--- src/rtl/sspred_pkg.sv ---
package sspred_pkg;

  // Set-ID table slot for a PC: drop the low offset bits, keep log2(entries) bits.
  function automatic logic [31:0] tab_index(input logic [63:0] pc,
                                            input int unsigned off,
                                            input int unsigned entries);
    return 32'((pc >> off) & (64'(entries) - 64'd1));
  endfunction

  // Fresh store set ID folded from a PC.
  function automatic logic [31:0] set_hash(input logic [63:0] pc,
                                           input int unsigned entries);
    return 32'((pc ^ (pc >> 10)) % 64'(entries));
  endfunction

  function automatic logic [31:0] pick_smaller(input logic [31:0] a,
                                               input logic [31:0] b);
    return (a < b) ? a : b;
  endfunction

endpackage

--- src/rtl/sspred_idtab.sv ---
module sspred_idtab
  import sspred_pkg::*;
#(
  parameter int PC_W        = 32,
  parameter int ID_ENTRIES  = 64,
  parameter int SET_ENTRIES = 16,
  parameter int OFF_BITS    = 2,
  parameter int NRD         = 3,
  localparam int IDX_W = $clog2(ID_ENTRIES),
  localparam int SET_W = $clog2(SET_ENTRIES)
) (
  input  logic                        clk,
  input  logic                        rst_n,
  input  logic                        clr_i,
  input  logic                        viol_v_i,
  input  logic [PC_W-1:0]             viol_st_pc_i,
  input  logic [PC_W-1:0]             viol_ld_pc_i,
  input  logic [NRD-1:0][PC_W-1:0]    rd_pc_i,
  output logic [NRD-1:0]              rd_vld_o,
  output logic [NRD-1:0][SET_W-1:0]   rd_id_o
);

  logic [SET_W-1:0]      id_q [ID_ENTRIES];
  logic [ID_ENTRIES-1:0] vld_q;

  // Training event decode, brought out as named wires.
  logic [IDX_W-1:0] st_idx, ld_idx;
  logic             st_v, ld_v;
  logic [SET_W-1:0] st_id, ld_id, fresh_id, merged_id;
  logic             train_ev;

  assign st_idx   = IDX_W'(tab_index(64'(viol_st_pc_i), OFF_BITS, ID_ENTRIES));
  assign ld_idx   = IDX_W'(tab_index(64'(viol_ld_pc_i), OFF_BITS, ID_ENTRIES));
  assign st_v     = vld_q[st_idx];
  assign ld_v     = vld_q[ld_idx];
  assign st_id    = id_q[st_idx];
  assign ld_id    = id_q[ld_idx];
  assign fresh_id = SET_W'(set_hash(64'(viol_st_pc_i), SET_ENTRIES));
  assign train_ev = viol_v_i && !clr_i;

  always_comb begin
    unique case ({st_v, ld_v})
      2'b00:   merged_id = fresh_id;
      2'b10:   merged_id = st_id;
      2'b01:   merged_id = ld_id;
      default: merged_id = SET_W'(pick_smaller(32'(st_id), 32'(ld_id)));
    endcase
  end

  always_ff @(posedge clk) begin
    if (train_ev) begin
      id_q[st_idx] <= merged_id;
      id_q[ld_idx] <= merged_id;
    end
  end

  always_ff @(posedge clk) begin
    if (!rst_n || clr_i) begin
      vld_q <= '0;
    end else if (viol_v_i) begin
      vld_q[st_idx] <= 1'b1;
      vld_q[ld_idx] <= 1'b1;
    end
  end

  for (genvar p = 0; p < NRD; p++) begin : g_rd
    logic [IDX_W-1:0] ridx;
    assign ridx        = IDX_W'(tab_index(64'(rd_pc_i[p]), OFF_BITS, ID_ENTRIES));
    assign rd_vld_o[p] = vld_q[ridx];
    assign rd_id_o[p]  = id_q[ridx];
  end

  // untrained pair receives the hash of the store PC
  a_r2_fresh_hash: assert property (@(posedge clk) disable iff (!rst_n)
    (train_ev && !st_v && !ld_v) |=> (id_q[$past(st_idx)] == $past(fresh_id)));

  // after any training both entries are valid and agree
  a_r4_pair_agrees: assert property (@(posedge clk) disable iff (!rst_n)
    train_ev |=> (vld_q[$past(st_idx)] && vld_q[$past(ld_idx)] &&
                  id_q[$past(st_idx)] == id_q[$past(ld_idx)]));

  // merging two valid sets never picks the larger ID
  a_r4_merge_min: assert property (@(posedge clk) disable iff (!rst_n)
    (train_ev && st_v && ld_v) |=> (id_q[$past(st_idx)] <= $past(st_id) &&
                                    id_q[$past(st_idx)] <= $past(ld_id)));

  // clear empties the set-ID table
  a_r9_idtab_clear: assert property (@(posedge clk) disable iff (!rst_n)
    clr_i |=> (vld_q == '0));

endmodule

--- src/rtl/sspred_lastst.sv ---
module sspred_lastst #(
  parameter int SEQ_W       = 16,
  parameter int SET_ENTRIES = 16,
  parameter int THREADS     = 2,
  localparam int SET_W = $clog2(SET_ENTRIES),
  localparam int TID_W = (THREADS > 1) ? $clog2(THREADS) : 1
) (
  input  logic                   clk,
  input  logic                   rst_n,
  input  logic                   clr_i,
  input  logic                   ins_v_i,
  input  logic [SET_W-1:0]       ins_set_i,
  input  logic [SEQ_W-1:0]       ins_seq_i,
  input  logic [TID_W-1:0]       ins_tid_i,
  input  logic                   iss_v_i,
  input  logic [SET_W-1:0]       iss_set_i,
  input  logic [SEQ_W-1:0]       iss_seq_i,
  input  logic                   sq_v_i,
  input  logic [TID_W-1:0]       sq_tid_i,
  input  logic [SEQ_W-1:0]       sq_seq_i,
  input  logic [SET_W-1:0]       rd_set_i,
  output logic                   rd_vld_o,
  output logic [SEQ_W-1:0]       rd_seq_o,
  output logic [SET_ENTRIES-1:0] vld_vec_o
);

  logic [SET_ENTRIES-1:0][SEQ_W-1:0] seq_all;
  logic [SET_ENTRIES-1:0]            wr_ev, kill_iss, kill_sq;

  for (genvar e = 0; e < SET_ENTRIES; e++) begin : g_ent
    logic             vld_q;
    logic [SEQ_W-1:0] seq_q;
    logic [TID_W-1:0] tid_q;

    assign wr_ev[e]    = ins_v_i && (ins_set_i == SET_W'(e));
    assign kill_iss[e] = iss_v_i && (iss_set_i == SET_W'(e)) && vld_q &&
                         (seq_q == iss_seq_i);
    assign kill_sq[e]  = sq_v_i && vld_q && (tid_q == sq_tid_i) &&
                         (seq_q > sq_seq_i);

    always_ff @(posedge clk) begin
      if (!rst_n || clr_i)                 vld_q <= 1'b0;
      else if (wr_ev[e])                   vld_q <= 1'b1;
      else if (kill_iss[e] || kill_sq[e])  vld_q <= 1'b0;
    end

    always_ff @(posedge clk) begin
      if (wr_ev[e]) begin
        seq_q <= ins_seq_i;
        tid_q <= ins_tid_i;
      end
    end

    assign seq_all[e]   = seq_q;
    assign vld_vec_o[e] = vld_q;

    // a matching store issue retires the entry
    a_r7_issue_drop: assert property (@(posedge clk) disable iff (!rst_n)
      (kill_iss[e] && !clr_i && !wr_ev[e]) |=> !vld_q);

    // squash drops younger entries of its thread
    a_r8_squash_drop: assert property (@(posedge clk) disable iff (!rst_n)
      (kill_sq[e] && !clr_i && !wr_ev[e]) |=> !vld_q);

    // entries of another thread survive a squash
    a_r8_other_thread: assert property (@(posedge clk) disable iff (!rst_n)
      (sq_v_i && vld_q && tid_q != sq_tid_i && !clr_i && !kill_iss[e]) |=> vld_q);

    // an accepted insert is recorded
    a_r5_insert_lands: assert property (@(posedge clk) disable iff (!rst_n)
      (wr_ev[e] && !clr_i) |=> (vld_q && seq_q == $past(ins_seq_i)));
  end

  assign rd_vld_o = vld_vec_o[rd_set_i];
  assign rd_seq_o = seq_all[rd_set_i];

  // clear empties the last-store table
  a_r9_lastst_clear: assert property (@(posedge clk) disable iff (!rst_n)
    clr_i |=> (vld_vec_o == '0));

endmodule

--- src/rtl/sspred_top.sv ---
module sspred_top #(
  parameter int PC_W        = 32,
  parameter int SEQ_W       = 16,
  parameter int ID_ENTRIES  = 64,
  parameter int SET_ENTRIES = 16,
  parameter int THREADS     = 2,
  parameter int OFF_BITS    = 2,
  localparam int SET_W = $clog2(SET_ENTRIES),
  localparam int TID_W = (THREADS > 1) ? $clog2(THREADS) : 1
) (
  input  logic             clk,
  input  logic             rst_n,
  input  logic             clr_i,
  input  logic             viol_v_i,
  input  logic [PC_W-1:0]  viol_st_pc_i,
  input  logic [PC_W-1:0]  viol_ld_pc_i,
  input  logic             st_ins_v_i,
  input  logic [PC_W-1:0]  st_ins_pc_i,
  input  logic [SEQ_W-1:0] st_ins_seq_i,
  input  logic [TID_W-1:0] st_ins_tid_i,
  input  logic             ld_ins_v_i,
  input  logic [PC_W-1:0]  ld_ins_pc_i,
  input  logic [SEQ_W-1:0] ld_ins_seq_i,
  input  logic             look_v_i,
  input  logic [PC_W-1:0]  look_pc_i,
  output logic             look_vld_o,
  output logic [SEQ_W-1:0] look_dep_o,
  input  logic             iss_v_i,
  input  logic [PC_W-1:0]  iss_pc_i,
  input  logic [SEQ_W-1:0] iss_seq_i,
  input  logic             iss_is_st_i,
  input  logic             sq_v_i,
  input  logic [TID_W-1:0] sq_tid_i,
  input  logic [SEQ_W-1:0] sq_seq_i
);

  localparam int RD_LOOK = 0;
  localparam int RD_INS  = 1;
  localparam int RD_ISS  = 2;
  localparam int NRD     = 3;

  logic [NRD-1:0][PC_W-1:0]  rd_pc;
  logic [NRD-1:0]            rd_vld;
  logic [NRD-1:0][SET_W-1:0] rd_id;

  assign rd_pc[RD_LOOK] = look_pc_i;
  assign rd_pc[RD_INS]  = st_ins_pc_i;
  assign rd_pc[RD_ISS]  = iss_pc_i;

  sspred_idtab #(
    .PC_W(PC_W), .ID_ENTRIES(ID_ENTRIES), .SET_ENTRIES(SET_ENTRIES),
    .OFF_BITS(OFF_BITS), .NRD(NRD)
  ) u_idtab (
    .clk(clk), .rst_n(rst_n), .clr_i(clr_i),
    .viol_v_i(viol_v_i), .viol_st_pc_i(viol_st_pc_i), .viol_ld_pc_i(viol_ld_pc_i),
    .rd_pc_i(rd_pc), .rd_vld_o(rd_vld), .rd_id_o(rd_id)
  );

  // Named events between the two tables.
  logic             ins_ev, iss_ev, look_hit;
  logic             set_rd_vld;
  logic [SEQ_W-1:0] set_rd_seq;
  logic [SET_ENTRIES-1:0] set_vld;

  assign ins_ev = st_ins_v_i && rd_vld[RD_INS];
  assign iss_ev = iss_v_i && iss_is_st_i && rd_vld[RD_ISS];

  sspred_lastst #(
    .SEQ_W(SEQ_W), .SET_ENTRIES(SET_ENTRIES), .THREADS(THREADS)
  ) u_lastst (
    .clk(clk), .rst_n(rst_n), .clr_i(clr_i),
    .ins_v_i(ins_ev), .ins_set_i(rd_id[RD_INS]), .ins_seq_i(st_ins_seq_i),
    .ins_tid_i(st_ins_tid_i),
    .iss_v_i(iss_ev), .iss_set_i(rd_id[RD_ISS]), .iss_seq_i(iss_seq_i),
    .sq_v_i(sq_v_i), .sq_tid_i(sq_tid_i), .sq_seq_i(sq_seq_i),
    .rd_set_i(rd_id[RD_LOOK]), .rd_vld_o(set_rd_vld), .rd_seq_o(set_rd_seq),
    .vld_vec_o(set_vld)
  );

  assign look_hit = rd_vld[RD_LOOK] && set_rd_vld;

  always_ff @(posedge clk) begin
    if (!rst_n) begin
      look_vld_o <= 1'b0;
      look_dep_o <= '0;
    end else begin
      look_vld_o <= look_v_i;
      if (look_v_i) look_dep_o <= look_hit ? set_rd_seq : '0;
    end
  end

  // the answer arrives one edge after the strobe
  a_r6_one_cycle: assert property (@(posedge clk) disable iff (!rst_n)
    look_v_i |=> look_vld_o);

  // a miss answers zero
  a_r6_zero_on_miss: assert property (@(posedge clk) disable iff (!rst_n)
    (look_v_i && !look_hit) |=> (look_dep_o == '0));

  // a store with no trained set leaves the last-store table alone
  a_r5_untrained_store: assert property (@(posedge clk) disable iff (!rst_n)
    (st_ins_v_i && !rd_vld[RD_INS] && !clr_i && !sq_v_i && !iss_ev) |=> $stable(set_vld));

  // a lone load insert with known operands moves no state
  a_r9_load_inert: assert property (@(posedge clk) disable iff (!rst_n)
    (ld_ins_v_i && !$isunknown({ld_ins_pc_i, ld_ins_seq_i}) && !clr_i && !viol_v_i &&
     !st_ins_v_i && !iss_v_i && !sq_v_i) |=> $stable(set_vld));

endmodule

--- config.mk ---
export PLATFORM = sky130hd
export DESIGN_NAME = sspred_top
export DESIGN_NICKNAME = d
export VERILOG_FILES = /design/src/rtl/sspred_pkg.sv /design/src/rtl/sspred_idtab.sv /design/src/rtl/sspred_lastst.sv /design/src/rtl/sspred_top.sv
export SDC_FILE = /design/constraint.sdc
export NUM_CORES = 2
export LEC_CHECK = 0
export CAP_MARGIN = 20
export CORE_AREA = 3 3 385 387
export CTS_CLUSTER_SIZE = 40
export DETAILED_ROUTE_END_ITERATION = 10
export DIE_AREA = 0 0 388 390
export GPL_TIMING_DRIVEN = 1
export PLACE_DENSITY = 0.57
export SETUP_SLACK_MARGIN = 0.4
export SLEW_MARGIN = 10
export SYNTH_ARGS = -nofsm -noshare
export SYNTH_HDL_FRONTEND = slang
export SYNTH_SLANG_ARGS = --single-unit
--- constraint.sdc ---
create_clock -name clk -period 6.53 [get_ports clk]
set_input_delay 0.653 -clock clk [delete_from_list [all_inputs] [get_ports clk]]
set_output_delay 0.653 -clock clk [all_outputs]
set_load 0.005 [all_outputs]
==> results_dict.tcl <==
set metrics [dict create \
    status "finished, final reports clean" \
    layout.cells.most_common_list "edfxtp_1 (528), a22oi_1 (286), xor2_1 (261)" \
    gp_routability_congestion 1.02 \
    crit_path_cell_trace "clkdlybuf4s50_1 > nor3b_4 > buf_4 > a22oi_1 > a41oi_1 > a41o_1 > a211oi_1 > nand3_1 > ha_1 > a21boi_0 > o211ai_1 > nand3_1 > o21ai_0 > o221ai_4 > buf_4" \
    core-area_um2 145000 \
    synth_area_per_cell_um2 12.2 \
    hold_path_startpoint "look_dep_o[1]$_SDFFE_PN0P_" \
    worst_setup_path_start_kind "input pin" \
    synth-edff-count 528 \
    worst-path-buf-inv 3 \
    synthesis.yosys.warnings 0 \
    wl_per_cell_um 33.9 \
    total_routing_usage_gr_pct 24.3 \
    timing.critical_path.to_type "flip-flop" \
    die_x_um 388 \
    setup_repair_after_global_routing_missed_its_margin "no" \
    syn-instance-count 3571 \
    globalRoute.totalOverflow 0 \
    route.antenna.remaining_nets 0 \
    cp.depth 15 \
    cts-buffers-inserted 72 \
    hold_path_class "reg2reg" \
    fillerInstances 14295 \
    post-route-util_pct 34.0 \
    timing.critical_path.arrival_ns 5.54 \
    htreeDepth 3 \
    synth.area.top_cells "edfxtp_1 (37%), mux4_2 (12%), ha_1 (7.5%)" \
    p_leak_uw 0.0171 \
    hold_depth 1 \
    boundaryPins 285 \
    clkSlewWorstSetupHoldPaths_ns 0.06 \
    clock_path_buffers 3 \
    synth_cell_types 78 \
    post_drt_via_cell_ratio 6.48 \
    critPathMaxFanout 32 \
    yosys_register_bits 625 \
    top_signal_layer_used "met5" \
    slowest_delay_ns 1.03 \
    criticalPathCategory "in2reg" \
    grt_start_max_net_pins 85 \
    max-vdd-ir-drop_v 0.000186 \
    post_route_cells_drive_above_1_share_pct 16.2 \
    setup_violations 0 \
    fin_area_um2 49400 \
    final_hold_viol_count 0 \
    p_total_uw 10400 \
    largest_delay_share_family_worst_path "compound AO/OA/AOI/OAI gates" \
    critPathRequiredTime_ns 6.92 \
    first_global_vias 34924 \
    powerDensity_nw_per_um2 210 \
    number_of_violations_of_the_max_capacitance_limit 0 \
    timing.critical_path.from "viol_st_pc_i[2]" \
    synth_sequential_area_ratio_pct 41.0 \
    number_of_antenna_violations_at_the_first_check_in_global_routing 9 \
    syn_nets 4098 \
    vias 36362 \
    drt_first_pass_iters 6 \
    crit_path_top_delay_cell "nor3b_4" \
    finalWirelength_um 190000 \
    clock-root-buffer "clkbuf_16" \
    r2r_cells 10 \
    most_frequent_standard_cell_in_the_layout_excluding_fill_and_tap_cells "edfxtp_1" \
    post-synth-top-area-fraction_pct 36.5 \
    cts.sinks 625 \
    die_area_um2 151000 \
    die_height_um 390 \
    route.met2.wl_um 84600 \
    met1Wirelength_um 67500 \
    async_reset_ff_share_pct 0 \
    critical_path.reg2reg.startpoint "u_idtab.id_q[61][3]$_DFFE_PP_" \
    clock_insertion_delay_worst_skew_ns 0.69 \
    buffer_ports.inserted 111 \
    final-max-slew-violation-count 0 \
    post_synth_top_area_cell "edfxtp_1" \
    cell_area_after_technology_mapping_um2 43400 \
    flow.area_growth_from_synthesis_pct 13.8 \
    place.detailed.hpwl_um 134000 \
    num-nets-final 4154 \
    ctsHoldBuffers 0 \
    worst_slew_margin_rel_pct 18.0 \
    cts_tree "done" \
    met3WireLength_um 22600 \
    cts_repair_resize_count 0 \
    slew_at_the_pin_closest_to_its_max_slew_limit_ns 1.23 \
    wire_length_of_the_first_global_routing_pass_um 266000 \
    dpl_cell_area_um2 47000 \
    drtIter0Drc 5817 \
    highest_clock_rate_ghz 0.194 \
    timing.final.crit_share_pct 79.0 \
    rows 140 \
    initial_utilization_pct 29.9 \
    postSynth.topFlopCell "edfxtp_1" \
    detail_route.drc_violations 0 \
    layout_min_cycle_time_ns 5.16 \
    fin_worst_skew_ns 0.0382 \
    post-cts-setup-buffers 0 \
]
[sequential cells by signal (all words and copies together), names as in the netlist]
register / count
u_idtab.id_q: 256
u_lastst.g_ent.seq_q: 256
u_idtab.vld_q: 64
look_dep_o: 16
u_lastst.g_ent.tid_q: 16
u_lastst.g_ent.vld_q: 16
look_vld_o: 1
[area by class of cell]
| cell class | instances | area, um2 | area share [%] |
|---|---|---|---|
| Clock buffer | 93 | 1920 | 3.89 |
| Inverter | 42 | 158 | 0.319 |
| Antenna cell | 6 | 15.0 | 0.0304 |
| Tap cell | 1917 | 2400 | 4.85 |
| Sequential cell | 625 | 17800 | 36.0 |
| Clock inverter | 40 | 449 | 0.909 |
| Timing Repair Buffer | 261 | 2370 | 4.80 |
| Multi-Input combinational cell | 2625 | 24300 | 49.2 |
[logic make-up after synthesis]
group,count (synthesis),share of synthesized area (%)
AND/OR/NAND/NOR,716,8.62
buffers and inverters,321,3.40
adder cells (fa/ha/maj),259,7.46
AO/OA/AOI/OAI,934,15.2
XOR/XNOR,276,5.57
multiplexers,440,18.7
flip-flops,625,41.0
[worst paths after layout]
check,to,slack [ns]
worst max-delay path,u_idtab.id_q[22][0]$_DFFE_PP_,1.37
worst min-delay path,look_dep_o[1]$_SDFFE_PN0P_,0.48
worst max register to register,look_dep_o[3]$_SDFFE_PN0P_,2.30
worst min register to register,look_dep_o[1]$_SDFFE_PN0P_,0.48
[Yosys cell counts, types with 35 or more instances]
library cell and instances:
nor2b_1 41, mux2_2 35, nand3_1 47, ha_1 259, a21o_1 70, mux2i_1 124, buf_2 41, nor4_1 69
nand4_1 92, xor2_1 261, a31oi_1 54, mux4_1 44, o21a_1 59, nor2_1 222, a22oi_1 286, o21ai_0 60
nand2_1 113, a21oi_1 124, inv_1 41, dfxtp_1 97, clkbuf_1 173, a22o_1 72, a221oi_1 48, edfxtp_1 528
o22ai_1 91, mux4_2 232
[worst reg2reg max path, delay by kind of cell, from the launching register on]
kind | cells | cell delay [ns]
and+or+nand+nor | 3 | 1.22
DFF | 1 | 0.52
buffers and inverters | 1 | 0.26
AOI/OAI and AO/OA | 5 | 1.59
muxes | 1 | 0.51
[layer usage]
layer  global-route usage (%)  up-vias
li1                         -    14659
met1                     29.4    17824
met2                     38.1     3084
met3                     6.73      793
met4                     15.8        2
met5                        0        -
[where the power goes]
part	internal, uW	switching (uW)	leakage (uW)
clock network	2390	1830	0.00113
logic	629	1170	0.0104
registers	4370	14.7	0.00553
total	7380	3020	0.0171
[through the flow]
stage	hold WS, ns	instances	setup WS, ns	setup TNS, ns
after floorplan	0.457	3571	-0.279	-35.71
after global placement	0.462	5467	0.944	0
after detailed placement	0.469	5467	0.899	0
after CTS	0.474	5600	1.60	0
after global routing	0.495	5605	1.29	0
final	0.480	5609	1.37	0
(Power assumes the default switching activity.)
